==> src/rtl/tw_read_master.sv <==
module tw_read_master #(
  parameter int DIV_W    = 8,
  parameter int IA_BYTES = 3,
  localparam int LEN_W   = $clog2(IA_BYTES + 1),
  localparam int IA_W    = 8 * IA_BYTES
) (
  input  logic             clk,
  input  logic             rst_n,
  input  logic             go,
  input  logic             halt,
  input  logic [6:0]       slave_id,
  input  logic [LEN_W-1:0] ia_len,
  input  logic [IA_W-1:0]  ia_value,
  input  logic [DIV_W-1:0] div,
  input  logic             rx_take,
  output logic [7:0]       rx_data,
  output logic             rx_ready,
  output logic             done,
  output logic             nack_err,
  output logic             scl_oe,
  output logic             sda_oe,
  input  logic             scl_in,
  input  logic             sda_in
);

  typedef enum logic [2:0] {S_IDLE, S_START, S_TX, S_RX, S_STOP} st_t;

  st_t              st;
  logic [1:0]       ph;
  logic [2:0]       bitc;
  logic [7:0]       sh, ia_byte;
  logic             ackb, rep, rdph, loaded, last, stop_pend, got_nack;
  logic [LEN_W-1:0] irem;
  logic [IA_W-1:0]  ia_q;
  logic [6:0]       dev_q;
  logic [DIV_W-1:0] cnt;
  logic             scl_low, sda_low, wait_rd, hold, tick;

  always_comb begin
    scl_low = 1'b0;
    sda_low = 1'b0;
    case (st)
      S_START: begin scl_low = (ph == 2'd0 && rep) || ph == 2'd3; sda_low = ph[1]; end
      S_TX:    begin scl_low = ph == 2'd0 || ph == 2'd3; sda_low = !ackb && !sh[7]; end
      S_RX:    begin scl_low = ph == 2'd0 || ph == 2'd3; sda_low = ackb && loaded && !last; end
      S_STOP:  begin scl_low = ph == 2'd0; sda_low = !ph[1]; end
      default: ;
    endcase
  end

  always_comb begin
    ia_byte = 8'h00;
    for (int k = 0; k < IA_BYTES; k++)
      if (irem == LEN_W'(k + 1)) ia_byte = ia_q[8*k +: 8];
  end

  assign scl_oe  = scl_low;
  assign sda_oe  = sda_low;
  assign wait_rd = st == S_RX && ackb && !loaded;
  assign hold    = (!scl_low && !scl_in) || wait_rd;
  assign tick    = !hold && cnt == div;

  always_ff @(posedge clk or negedge rst_n) begin
    if (!rst_n) cnt <= '0;
    else if (st == S_IDLE || tick) cnt <= '0;
    else if (!hold) cnt <= cnt + 1'b1;
  end

  always_ff @(posedge clk or negedge rst_n) begin
    if (!rst_n) begin
      st <= S_IDLE; ph <= 2'd0; bitc <= 3'd0; sh <= 8'h00;
      ackb <= 1'b0; rep <= 1'b0; rdph <= 1'b0; loaded <= 1'b0; last <= 1'b0;
      stop_pend <= 1'b0; got_nack <= 1'b0; irem <= '0; ia_q <= '0; dev_q <= 7'h00;
      rx_data <= 8'h00; rx_ready <= 1'b0; done <= 1'b1; nack_err <= 1'b0;
    end else begin
      if (halt && st != S_IDLE) stop_pend <= 1'b1;
      if (rx_take) rx_ready <= 1'b0;
      if (wait_rd && (!rx_ready || rx_take)) begin
        rx_data <= sh; rx_ready <= 1'b1; loaded <= 1'b1; last <= stop_pend;
      end
      if (st == S_IDLE) begin
        if (go) begin
          st <= S_START; ph <= 2'd0; rep <= 1'b0; done <= 1'b0; nack_err <= 1'b0;
          stop_pend <= halt; dev_q <= slave_id; ia_q <= ia_value; irem <= ia_len;
        end
      end else if (tick) begin
        ph <= ph + 2'd1;
        case (st)
          S_START:
            if (ph == 2'd3) begin
              st <= S_TX; sh <= {dev_q, irem == '0}; rdph <= irem == '0;
              bitc <= 3'd0; ackb <= 1'b0;
            end
          S_TX: begin
            if (ph == 2'd1 && ackb) got_nack <= sda_in;
            if (ph == 2'd3) begin
              if (!ackb) begin
                bitc <= bitc + 3'd1;
                sh   <= {sh[6:0], 1'b0};
                if (bitc == 3'd7) ackb <= 1'b1;
              end else begin
                ackb <= 1'b0;
                if (got_nack) begin nack_err <= 1'b1; st <= S_STOP; end
                else if (rdph) st <= S_RX;
                else if (irem != '0) begin sh <= ia_byte; irem <= irem - 1'b1; end
                else begin st <= S_START; rep <= 1'b1; end
              end
            end
          end
          S_RX: begin
            if (ph == 2'd1 && !ackb) sh <= {sh[6:0], sda_in};
            if (ph == 2'd3) begin
              if (!ackb) begin
                bitc <= bitc + 3'd1;
                if (bitc == 3'd7) ackb <= 1'b1;
              end else begin
                ackb <= 1'b0; loaded <= 1'b0;
                if (last) st <= S_STOP;
              end
            end
          end
          S_STOP:
            if (ph == 2'd3) begin st <= S_IDLE; done <= 1'b1; stop_pend <= 1'b0; end
          default: ;
        endcase
      end
    end
  end


  busy_flag_chk: assert property (@(posedge clk) disable iff (!rst_n)
    st != S_IDLE |-> !done);


  rdy_clear_chk: assert property (@(posedge clk) disable iff (!rst_n)
    $fell(rx_ready) |-> $past(rx_take));


  no_loss_chk: assert property (@(posedge clk) disable iff (!rst_n)
    rx_ready && !rx_take && st == S_RX |=> $stable(rx_data));


  hold_low_chk: assert property (@(posedge clk) disable iff (!rst_n)
    wait_rd |-> scl_oe);


  start_cond_chk: assert property (@(posedge clk) disable iff (!rst_n)
    $rose(sda_oe) && !scl_oe && !$past(scl_oe) |-> st == S_START);


  stop_cond_chk: assert property (@(posedge clk) disable iff (!rst_n)
    $fell(sda_oe) && !scl_oe && !$past(scl_oe) |-> st == S_STOP);


  nack_stop_chk: assert property (@(posedge clk) disable iff (!rst_n)
    $rose(nack_err) |-> st == S_STOP);

endmodule

==> config.mk <==
export PLATFORM = sky130hd
export DESIGN_NAME = tw_read_master
export DESIGN_NICKNAME = d
export VERILOG_FILES = /design/src/rtl/tw_read_master.sv
export SDC_FILE = /design/constraint.sdc
export NUM_CORES = 1
export LEC_CHECK = 0
export BUFFER_PORTS_ARGS = -buffer_cell sky130_fd_sc_hd__buf_2
export CAP_MARGIN = 20
export CELL_PAD_IN_SITES_DETAIL_PLACEMENT = 1
export CELL_PAD_IN_SITES_GLOBAL_PLACEMENT = 1
export CORE_MARGIN = 8
export CORE_UTILIZATION = 30
export CTS_BUF_LIST = sky130_fd_sc_hd__clkbuf_8
export DETAILED_ROUTE_END_ITERATION = 16
export PLACE_DENSITY = 0.6
export SYNTH_ARGS = -nofsm -noshare
export SYNTH_HDL_FRONTEND = slang
export SYNTH_SLANG_ARGS = --single-unit
==> constraint.sdc <==
create_clock -name clk -period 2.3 [get_ports clk]
set_clock_uncertainty 0.1 [all_clocks]
set_input_delay 0.345 -clock clk [delete_from_list [all_inputs] [get_ports clk]]
set_output_delay 0.345 -clock clk [all_outputs]
set_load 0.01 [all_outputs]
==> metrics.cfg <==
[status]
status=finished with violations
violations=setup timing

[setup_path]
crit_family=simple AND/OR/NAND/NOR gates
reg2reg_from=ph[0]
critPathMaxStageDelay_ns=0.40
start_kind=flip-flop
path_cells=ha_2 > nor3_2 > o311ai_2 > nand4_1 > buf_4 > nor4_4 > buf_6 > mux2_2
slowest_stage=dfrtp_1
crit_fanout=8
worst-setup-path-type=flip-flop to flip-flop
startpoint=ph[0]
worst_setup_path_end_kind=flip-flop
cp.arrival_ns=2.48
critPathBufInv=2
worstPathRequired_ns=2.46

[timing]
finalWorstSetupSlack_ns=-0.0173
holdWs_ns=0.0703
period_share_pct=101
worstMarginPinSlew_ns=0.589
relSlewSlack_pct=60.7
finalSetupViolations=6
fmax_mhz=432
tns_ns=-0.0871
fin_crit_ns=2.32
hold_viol_final=0
slew_viol_final=0
rsz0062_at_grt=true

[layout]
design_area_um2=5150
drive_above_1_share_pct=41.3
design.final.nets=544
finalNonFillerCells=665
nFillCells=1492
area_delta_synth_final_pct=29.6
num_antenna_cells=0
fin_util_pct=39.3

[synth]
synth_edf_count=0
ys.flop_type=dfrtp_1
synth_seq_cells=75
avgSynthCellArea_um2=10.3
synth_area_leaders=dfrtp_1 47%, mux2_2 13%, a21oi_1 3.3%
ys_types=55
synth_area_um2=3970
synth_area_leader_cell=dfrtp_1
netlist_instances=385
synth_common_cells=74 x dfrtp_1, 45 x mux2_2, 31 x nor2_1
yosysTopAreaCellShare_pct=46.6
ys.warnings.count=0
synth_simple_gate_area_share_pct=14.3
yosysMostFrequentCell=dfrtp_1
synth_nets=443
async_flop_share_pct=100
yosys.area_share.adder_pct=3.15
ys_seq_area_share_pct=47.3
synth-xor-area-share_pct=1.76
synth_top_family_by_area=compound AO/OA/AOI/OAI gates
synth_compound_area_share_pct=16.3
synth_mux_area_share_pct=13.0

[detailed_routing]
drtIter0Drc=206
drt_first_pass_iters=4
wl_um=11700
via_per_inst=5.04
wl_per_cell_um=17.7
dr_total_vias=3350
drc=0
ant_nets=0

[die]
die_area_um2=17200
die_w_um=131
rows=42
core_area_um2=13100
ios=61
start_util_pct=30.3
die_h_um=131

[placement]
hpwl_um=8650
portBuffers=60
gp_congestion=0.819
place_area_um2=4800
pre_cts_ws_ns=-0.108
dp.cells=645

[global_routing]
grt.met2_usage_pct=24.1
grt_usage_pct=14.8
grt_max_degree=41
busiest_layer=met2
grtUsageMet1_pct=18.5
grt_pass1_vias=3734
overflow=0
antenna_found_initial=1
grt_pass1_wl_um=19600
grt_util_met3_pct=4.49

[pwr]
power_mw=3.75
p_leak_nw=2.33
vdd_drop_max_uv=485
powerDensity_nw_per_um2=728

[job]
cap_viol_max_count=0

[clock_network]
cts_made_buffers=9
clkSlewWorstSetupHoldPaths_ns=0.08
htree_levels=3
cts_tree=yes
clk_latency_ns=0.37
clockRootBuffer=clkbuf_8
cts.sinks=75
cts_max_path_buffers=2

[worst_hold_path]
hp-class=input pin to flip-flop
hp-start=rx_take

==> worst register-to-register path: stages (launching register included) <==
cell and delay, ns:
dfrtp_1 0.40, ha_2 0.24, nor3_2 0.06, o311ai_2 0.33, nand4_1 0.23, buf_4 0.20
nor4_4 0.14, buf_6 0.18, mux2_2 0.34
==> area by class of cell <==
class | instances | area (µm²) | share of cell area (%)
clock inverters | 4 | 52.6 | 1.02
multi-input cells | 269 | 2040 | 39.6
well taps | 176 | 220 | 4.28
inverters | 18 | 67.6 | 1.31
flip-flops and latches | 75 | 1880 | 36.5
clock buffers | 10 | 138 | 2.67
repair buffers | 113 | 756 | 14.7
==> layout by cell type, fill, tap and decap left out, types with 4 or more instances in the layout <==
cell type	n
nand2b_1	6
a21oi_1	23
nor2_1	29
inv_1	16
mux2_2	44
a221oi_1	7
a22o_1	4
buf_6	4
o21ai_0	25
clkbuf_8	10
nor3_1	4
ha_1	7
xor2_1	8
nand3_1	8
buf_2	59
nand2_1	26
buf_4	46
dfrtp_1	74
==> worst paths after layout <==
| path | endpoint | slack, ns | cells after the start |
|---|---|---|---|
| worst max register to register | sh[3] | -0.02 | 8 |
| worst min register to register | done | 0.38 | 2 |
| max in group asynchronous | done | 1.07 | 3 |
| worst max-delay path | sh[3] | -0.02 | 8 |
| min in group asynchronous | cnt[7] | 0.39 | 2 |
| worst min-delay path | rx_ready | 0.07 | 2 |
==> power by group <==
group | total (mW) | switching, mW | leakage, nW | internal (mW)
sequential | 1.74 | 0.154 | 0.947 | 1.58
combinational | 0.988 | 0.506 | 1.29 | 0.483
clock | 1.02 | 0.506 | 0.0865 | 0.518
total | 3.75 | 1.17 | 2.33 | 2.58
==> sequential cells by signal (all words and copies together), names as in the netlist, 2 cells and up <==
signal / flops
ia_q: 24
st: 3
ph: 2
irem: 2
rx_data: 8
bitc: 3
dev_q: 7
sh: 8
cnt: 8
==> logic make-up after synthesis <==
| kind of cell | after synthesis |
|---|---|
| muxes | 46 |
| buffers and inverters | 41 |
| adders and majority gates | 10 |
| xor gates and xnor gates | 8 |
| DFF | 75 |
| and+or+nand+nor | 108 |
| AOI/OAI and AO/OA | 97 |
==> routing by layer <==
layer | part of all wire (%) | vias to the layer above
met5 | 0.085 | -
met4 | 1.4 | 2
met2 | 49 | 58
met1 | 46 | 1682
met3 | 4.0 | 17
li1 | - | 1591
==> repair_timing <==
action | CTS | global route
buffers inserted | 5 | 1
pin swaps | 8 | 6
setup endpoints to repair | 15 | 29
resized for setup | 14 | 14
hold buffers | 1 | 0
hold endpoints to repair | 35 | 0
No activity file was read; power rests on OpenSTA's default activity.
